`config.mk`:
```
export PLATFORM = sky130hd
export DESIGN_NAME = lktx_top
export DESIGN_NICKNAME = d
export VERILOG_FILES = /design/src/rtl/lktx_pkg.sv /design/src/rtl/lktx_hold.sv /design/src/rtl/lktx_pacer.sv /design/src/rtl/lktx_top.sv
export SDC_FILE = /design/constraint.sdc
export NUM_CORES = 1
export LEC_CHECK = 0
export BUFFER_PORTS_ARGS = -buffer_cell sky130_fd_sc_hd__buf_4
export CAP_MARGIN = 10
export CORE_UTILIZATION = 53
export CTS_CLUSTER_SIZE = 16
export DETAILED_ROUTE_END_ITERATION = 8
export HOLD_SLACK_MARGIN = 0.06
export PLACE_DENSITY = 0.75
export SLEW_MARGIN = 30
export SYNTH_ARGS = -nofsm -noshare
export SYNTH_HDL_FRONTEND = slang
export SYNTH_SLANG_ARGS = --single-unit
```
`constraint.sdc`:
```
create_clock -name clk -period 2.9 [get_ports clk]
set_input_delay 0.58 -clock clk [delete_from_list [all_inputs] [get_ports clk]]
set_output_delay 0.58 -clock clk [all_outputs]
set_load 0.005 [all_outputs]
```
`src/rtl/lktx_pkg.sv`:
```
package lktx_pkg;

    typedef enum logic [1:0] {
        ST_IDLE = 2'd0,
        ST_DATA = 2'd1,
        ST_CKS  = 2'd2
    } lktx_state_e;

endpackage

```
`src/rtl/lktx_hold.sv`:
```
module lktx_hold #(
    parameter int WORD_W = 32
) (
    input  logic              clk,
    input  logic              rst_n,
    input  logic              wr_valid,
    input  logic [WORD_W-1:0] wr_data,
    output logic              wr_ready,
    input  logic              take,
    output logic [WORD_W-1:0] hold_data,
    output logic              hold_vld
);

    typedef struct packed {
        logic              vld;
        logic [WORD_W-1:0] data;
    } hold_t;

    hold_t hold_d, hold_q;

    always_comb begin
        hold_d = hold_q;
        if (take) begin
            hold_d.vld = 1'b0;
        end
        if (wr_valid && !hold_q.vld) begin
            hold_d.vld  = 1'b1;
            hold_d.data = wr_data;
        end
    end

    always_ff @(posedge clk or negedge rst_n) begin
        if (!rst_n) begin
            hold_q <= '0;
        end else begin
            hold_q <= hold_d;
        end
    end

    assign wr_ready  = !hold_q.vld;
    assign hold_data = hold_q.data;
    assign hold_vld  = hold_q.vld;

endmodule

```
`src/rtl/lktx_pacer.sv`:
```
module lktx_pacer #(
    parameter int SPD_W = 2
) (
    input  logic             clk,
    input  logic             rst_n,
    input  logic [SPD_W-1:0] spd,
    input  logic             fire,
    output logic             slot_end
);

    localparam int CNT_W = (1 << SPD_W) - 1;

    typedef struct packed {
        logic [CNT_W-1:0] cnt;
    } pace_t;

    pace_t pace_d, pace_q;

    always_comb begin
        pace_d = pace_q;
        if (fire) begin
            pace_d.cnt = CNT_W'((1 << spd) - 1);
        end else if (pace_q.cnt != '0) begin
            pace_d.cnt = pace_q.cnt - CNT_W'(1);
        end
    end

    always_ff @(posedge clk or negedge rst_n) begin
        if (!rst_n) begin
            pace_q <= '0;
        end else begin
            pace_q <= pace_d;
        end
    end

    assign slot_end = (pace_q.cnt == '0);

endmodule

```
`src/rtl/lktx_top.sv`:
```
module lktx_top
    import lktx_pkg::*;
#(
    parameter int WORD_W = 32,
    parameter int LEN_W  = 4,
    parameter int SPD_W  = 2
) (
    input  logic              clk,
    input  logic              rst_n,
    input  logic              wr_valid,
    input  logic [WORD_W-1:0] wr_data,
    output logic              wr_ready,
    input  logic [SPD_W-1:0]  cfg_spd,
    input  logic [LEN_W-1:0]  cfg_len,
    input  logic              cfg_cks_en,
    input  logic              lk_ack_in,
    input  logic              tok_req,
    output logic              lk_clk_out,
    output logic [7:0]        lk_dat_out,
    output logic              lk_dir_out
);

    localparam int NBYTES = WORD_W / 8;
    localparam int IDX_W  = (NBYTES > 1) ? $clog2(NBYTES) : 1;

    typedef struct packed {
        lktx_state_e       st;
        logic [IDX_W-1:0]  idx;
        logic [LEN_W-1:0]  wcnt;
        logic [WORD_W-1:0] sh;
        logic [7:0]        cks;
        logic              lclk;
        logic [7:0]        dat;
        logic              dir;
    } seq_t;

    seq_t seq_d, seq_q;

    logic              take;
    logic              fire;
    logic [7:0]        emit_byte;
    logic [WORD_W-1:0] hold_data;
    logic              hold_vld;
    logic              slot_end;
    logic              seq_idle;

    function automatic logic [7:0] pick_byte(input logic [WORD_W-1:0] w,
                                             input logic [IDX_W-1:0]  i);
        return 8'(w >> (8 * int'(i)));
    endfunction

    lktx_hold #(.WORD_W(WORD_W)) u_hold (
        .clk       (clk),
        .rst_n     (rst_n),
        .wr_valid  (wr_valid),
        .wr_data   (wr_data),
        .wr_ready  (wr_ready),
        .take      (take),
        .hold_data (hold_data),
        .hold_vld  (hold_vld)
    );

    lktx_pacer #(.SPD_W(SPD_W)) u_pacer (
        .clk      (clk),
        .rst_n    (rst_n),
        .spd      (cfg_spd),
        .fire     (fire),
        .slot_end (slot_end)
    );

    always_comb begin
        seq_d     = seq_q;
        take      = 1'b0;
        fire      = 1'b0;
        emit_byte = 8'h00;
        unique case (seq_q.st)
            ST_IDLE: begin
                if (!tok_req && lk_ack_in && hold_vld) begin
                    take       = 1'b1;
                    fire       = 1'b1;
                    emit_byte  = hold_data[7:0];
                    seq_d.sh   = hold_data;
                    seq_d.idx  = '0;
                    seq_d.wcnt = '0;
                    seq_d.cks  = hold_data[7:0];
                    seq_d.st   = ST_DATA;
                end
            end
            ST_DATA: begin
                if (slot_end) begin
                    if (seq_q.idx != IDX_W'(NBYTES - 1)) begin
                        fire      = 1'b1;
                        seq_d.idx = seq_q.idx + IDX_W'(1);
                        emit_byte = pick_byte(seq_q.sh, seq_d.idx);
                        seq_d.cks = seq_q.cks + emit_byte;
                    end else if (seq_q.wcnt != cfg_len) begin
                        if (hold_vld) begin
                            take       = 1'b1;
                            fire       = 1'b1;
                            emit_byte  = hold_data[7:0];
                            seq_d.sh   = hold_data;
                            seq_d.idx  = '0;
                            seq_d.wcnt = seq_q.wcnt + LEN_W'(1);
                            seq_d.cks  = seq_q.cks + emit_byte;
                        end
                    end else if (cfg_cks_en) begin
                        fire      = 1'b1;
                        emit_byte = seq_q.cks;
                        seq_d.st  = ST_CKS;
                    end else begin
                        seq_d.st = ST_IDLE;
                    end
                end
            end
            ST_CKS: begin
                if (slot_end) begin
                    seq_d.st = ST_IDLE;
                end
            end
            default: begin
                seq_d.st = ST_IDLE;
            end
        endcase

        if (fire) begin
            seq_d.lclk = ~seq_q.lclk;
            seq_d.dat  = emit_byte;
        end

        seq_d.dir = !((seq_d.st == ST_IDLE) && tok_req);
        if (!seq_d.dir) begin
            seq_d.dat = 8'h00;
        end
    end

    always_ff @(posedge clk or negedge rst_n) begin
        if (!rst_n) begin
            seq_q      <= '0;
            seq_q.st   <= ST_IDLE;
            seq_q.dir  <= 1'b1;
        end else begin
            seq_q <= seq_d;
        end
    end

    assign seq_idle   = (seq_q.st == ST_IDLE);
    assign lk_clk_out = seq_q.lclk;
    assign lk_dat_out = seq_q.dat;
    assign lk_dir_out = seq_q.dir;

endmodule

```
Yosys cells after proc, flatten, opt, wreduce, memory -nomap -nowiden
Cells that the tools add are included.

operators by class
  muxes and demuxes = 37
  reduce and logical (&&, ||, !) cells = 17
  add/sub/neg operators = 6
  shifts and indexed selects = 2
  equal/unequal tests = 11
  bitwise operators = 1

operator list
  operator             count
  $mux 48              2
  $mux 46              2
  $pmux 46 s2          1
  $mux 8               9
  $mux 36              1
  $mux 33              1
  $shr 32x5->8         1
  $add 8x8->8          2
  $pmux 8 s2           1
  $mux 1               10
  $mux 2               5
  $ne 2x2->1 const B   4
  $reduce_bool 2->1    4
  $mux 3               2
  $pmux 2 s3           1
  $reduce_and 6->1     1
  $reduce_and 5->1     1
  $add 4x1->4 const B  1
  $logic_and 1x1->1    4
  $logic_not 2->1      2
  $ne 2x1->1 const B   2
  $ne 4x4->1           1
  $pmux 1 s2           2
  $logic_not 1->1      3
  other kinds (11)     11

storage, ports and cells
  input port bits = 44
  flip-flop bits (word level) = 94

Longest topological paths before layout
  depth in word-level cells = 9
  mapped depth = 11
  mapped depth without buffers = 10

By module
From an unflattened synthesis, not the netlist that was laid out.

second synthesis, totals
  cells, all modules = 459
  area, all modules = 4,991.0 um2

by module, submodules not included
  module      seq. area each (um2)  cells each  area an instance (um2)  times used
  lktx_top    1,452.6               366         3,429.5                 1
  lktx_hold   825.8                 72          1,357.6                 1
  lktx_pacer  75.1                  21          203.9                   1

Worst setup path before layout
Ideal clock, no wire load.

  path type = reg-to-reg
  start point = register seq_q[54] in the netlist's numbering
  end point = register seq_q[16] in the netlist's numbering
  clock period less this slack = 3.073 ns
  library setup time = 0.138 ns
  data arrival time = 2.935 ns
  buffers on the path = 1
  slack = -0.173 ns
  required time = 2.762 ns
  cell stages (with the launch flop) = 12
  cells stage by stage = dfrtp_1 ha_1 clkbuf_1 mux4_2 mux2_2 ha_1 fa_1 a21oi_1 o211ai_1 a21oi_1 xor2_1 o221ai_1

between the ends
  cells in the longest elaborated chain, start to end = 6

RTL lines
  element                   RTL line         source
  start: declaration        lktx_top.sv:37   seq_t seq_d, seq_q;
  start signal: assignment  lktx_top.sv:142  seq_q <= seq_d;
  $add 2x1->2               lktx_top.sv:93   seq_d.idx = seq_q.idx + IDX_W'(1);
  $shr 32x5->8              lktx_top.sv:49   return 8'(w >> (8 * int'(i)));
  $add 8x8->8               lktx_top.sv:95   seq_d.cks = seq_q.cks + emit_byte;
  $mux 8                    lktx_top.sv:91   if (seq_q.idx != IDX_W'(NBYTES - 1)) begin
  $mux 48                   lktx_top.sv:90   if (slot_end) begin
  $pmux 46 s2               lktx_top.sv:76   unique case (seq_q.st)

Parallel ways exist; a longest one is shown, timed or not. The select of a mux whose other input is x is not followed.
A chain may end at the register's enable or synchronous reset.

Final worst setup path
  start point = register seq_q[54] in the netlist's numbering
  end point = register seq_q[14] in the netlist's numbering

The elaborated chain is that of the path after synthesis.

==> impl_metrics.py <==
metrics = {
    "status": {
        "outcome": "finished clean",
    },
    "floorplanning": {
        "die_w_um": 96.93,
        "die_height_um": 96.93,
        "start_util_pct": 54.76,
        "dieArea_mm2": 0.009394,
        "io_pins": 55,
        "row_count": 34,
        "core_area_mm2": 0.008721,
    },
    "cells_and_area": {
        "final_common_cell": "dfrtp_1",
        "final_util_pct": 65.01,
        "most-common-layout-cells": "93 x dfrtp_1, 82 x nand2_1, 72 x buf_4",
        "layout.nets": 560,
        "synthToLayoutAreaGrowth_pct": 18.71,
        "drive_above_1_share_pct": 32.09,
        "diodes": 0,
        "final_area_mm2": 0.005669,
    },
    "timing": {
        "period_minus_slack_ns": 2.802,
        "worst_pin_slew_ns": 0.6488,
        "final.setup.tns_ns": 0,
        "finalCritPeriodShare_pct": 96.61,
        "finalClockSkew_ns": 0.01157,
        "slew_violations": 0,
        "finalHoldViolations": 0,
        "holdWs_ns": 0.2195,
        "fmax_mhz": 356.9,
        "worst_slack_ns": 0.09845,
        "slew_headroom_pct": 56.75,
        "finalSetupViolCount": 0,
    },
    "grt": {
        "grt_max_degree": 67,
        "grt-ovfl-total": 0,
        "grt_pass1_wl_um": 17220,
        "antenna_found_initial": 0,
        "grt_util_all_layers_pct": 22.90,
        "grt_pass1_vias": 3476,
    },
    "detailed_routing": {
        "drt_iter0_drc": 116,
        "via_count": 3510,
        "viasPerCell": 5.698,
        "drt-pass1-iter-count": 4,
        "drtAntennaViolNets": 0,
        "drc": 0,
        "detail_route.wl_per_cell_um": 16.57,
        "wl_um": 10210,
    },
    "placement": {
        "post-place-ws_ns": 0.0002243,
        "placed_area_mm2": 0.005318,
        "portBuffers": 54,
        "gp_congestion": 0.8173,
        "place_hpwl_um": 7282,
    },
    "pwr": {
        "ir_worst_vdd_v": 0.0003930,
        "combPwrFrac_pct": 40.0,
        "p_int_w": 0.003361,
        "clockPowerShare_pct": 18.3,
        "power_density_mw_per_mm2": 923.5,
        "p_sw_share_pct": 35.81,
        "switchingPower_w": 0.001875,
        "power.leakage_nw": 2.439,
        "p_seq_share_pct": 41.7,
    },
    "synth": {
        "syn_nets": 506,
        "ys_ff_latch": 94,
        "yosysTopAreaCellShare_pct": 48.73,
        "synth_seq_area_share_pct": 49.28,
        "syn_avg_cell_area_um2": 10.61,
        "synth_warnings": 0,
        "ys_types": 56,
        "synth_top_cell_by_area": "dfrtp_1",
        "synth_ff_type": "dfrtp_1",
        "postSynth.asyncResetShare_pct": 100.0,
        "synthTopCellsByArea": "dfrtp_1 49%, mux2_2 8.7%, nand2_1 6.4%",
        "synthCells": 450,
        "synth-edff-count": 0,
        "syn-cell-area_mm2": 0.004776,
    },
    "worst_setup_path": {
        "cp_slowest_cell": "mux4_2",
        "crit_fanout": 3,
        "critPathKind": "reg -> reg",
        "reg2regPathDepth": 11,
        "cp.arrival_ns": 3.04,
        "cp-end-kind": "register",
        "cp.required_ns": 3.14,
        "max_stage_delay_ns": 0.50,
        "crit_chain": "buf_6 > mux4_2 > mux2_4 > ha_4 > fa_2 > a21oi_2 > buf_4 > o21bai_4 > xor2_1 > a22oi_1 > a21oi_1",
        "cp-start-kind": "register",
    },
    "clocking": {
        "clock-sinks": 94,
        "htree_levels": 3,
        "cts_tree": "done",
        "cts_root_buf": "clkbuf_8",
        "clk_pin_slew_ns": 0.09,
        "cts_buffer_depth": 2,
        "hold_buffers": 0,
        "clkLatencyLatePin_ns": 0.37,
        "numCtsBuffers": 9,
    },
    "worst_hold_path": {
        "hp-class": "in -> async",
    },
    "flow_run": {
        "maxCapViolations": 0,
    },
}
-- layout make-up --
cell class / instances / area [um2]
timing repair buffer: 76 / 603.1
tap: 108 / 135.1
clock buffer: 9 / 123.9
multi-input combinational: 310 / 2312
clock inverter: 6 / 92.59
inverter: 13 / 48.80
sequential: 94 / 2354
fill: 692 / 3052
-- cells by family (layout without fill, tap and decap cells) --
group	Yosys count	count (layout)	share of synthesized area, %
AND/OR/NAND/NOR	137	137	13.02
AO/OA/AOI/OAI	99	99	14.38
flip-flops	94	94	49.28
multiplexers	47	47	12.65
buffers and inverters	46	104	4.611
XOR/XNOR	15	15	2.751
adder cells (fa/ha/maj)	12	12	3.301
-- metrics by stage --
stage / std cells / total power, W
5_1_grt: 616 / 0.005591
3_3_place_gp: 597 / 0.004031
6_report: 616 / 0.005235
2_1_floorplan: 450 / 0.003516
3_5_place_dp: 597 / 0.004109
4_1_cts: 612 / 0.005066
-- Yosys cell counts, types with 2 or more instances --
library cell,number
o21a_1,3
xnor2_1,5
nand3b_1,2
a41oi_1,5
inv_1,13
a221o_1,2
o21ai_0,39
nor3_1,4
mux4_2,7
o221ai_1,2
nand3_1,11
clkbuf_1,10
o31ai_1,2
a32o_1,2
nand2b_1,4
dfrtp_1,93
mux2_2,37
mux2i_1,3
buf_1,6
a21oi_1,16
nor2_1,15
a22oi_1,7
o2111ai_1,2
or3_1,3
a31o_2,3
o21bai_1,2
or2_2,2
o211ai_1,5
buf_2,8
nand2_1,82
buf_4,8
xor2_1,10
nor2b_1,4
ha_1,11
-- worst paths after layout --
kind                       slack [ns]             startpoint                                to
max                               0.1  seq_q[54]$_DFFE_PN0P_             seq_q[14]$_DFFE_PN0P_
min                              0.22                  rst_n            lk_clk_out$_DFFE_PN0P_
max reg2reg                       0.1  seq_q[54]$_DFFE_PN0P_             seq_q[14]$_DFFE_PN0P_
min reg2reg                      0.48  seq_q[43]$_DFFE_PN0P_             seq_q[43]$_DFFE_PN0P_
max in group asynchronous        2.00                  rst_n   u_hold.hold_data[4]$_DFFE_PN0P_
min in group clk                 0.43            wr_data[15]  u_hold.hold_data[15]$_DFFE_PN0P_
-- power by group through the flow --
stage | registers (W) | logic [W] | clock network [W]
2_1_floorplan | 0.00203 | 0.00148 | 0
3_3_place_gp | 0.00216 | 0.00187 | 0
3_5_place_dp | 0.00218 | 0.00193 | 0
4_1_cts | 0.00215 | 0.00194 | 0.000971
5_1_grt | 0.00224 | 0.00233 | 0.00102
6_report | 0.00218 | 0.00209 | 0.000959
-- critical path: cells and delay by family, from the launching register on --
family / cells / cell delay [ns]
muxes: 2 / 0.81
DFF: 1 / 0.43
adders and majority gates: 2 / 0.54
xor gates and xnor gates: 1 / 0.14
buffers and inverters: 2 / 0.28
AOI/OAI and AO/OA: 4 / 0.48
-- flip-flops by register name, indices dropped and copies added (netlist names) --
register and count:
u_pacer.pace_q 3, u_hold.hold_data 32, u_hold.hold_vld 1, lk_dir_out 1
seq_q 48, lk_clk_out 1, lk_dat_out 8
-- routing by layer --
metal,up-vias,GRT usage [%],part of all wire [%]
met5,-,0,0
met4,0,7.577,1.2
met3,12,2.962,3.2
met2,78,36.24,49
met1,1724,32.82,47
li1,1696,-,-
-- timing repair --
item | CTS | global route
pin swaps | 0 | 7
setup buffers | 0 | 4
gates resized for setup | 1 | 15
endpoints found under the setup margin | 1 | 4
Note: power is estimated with default switching activity, not from simulation.
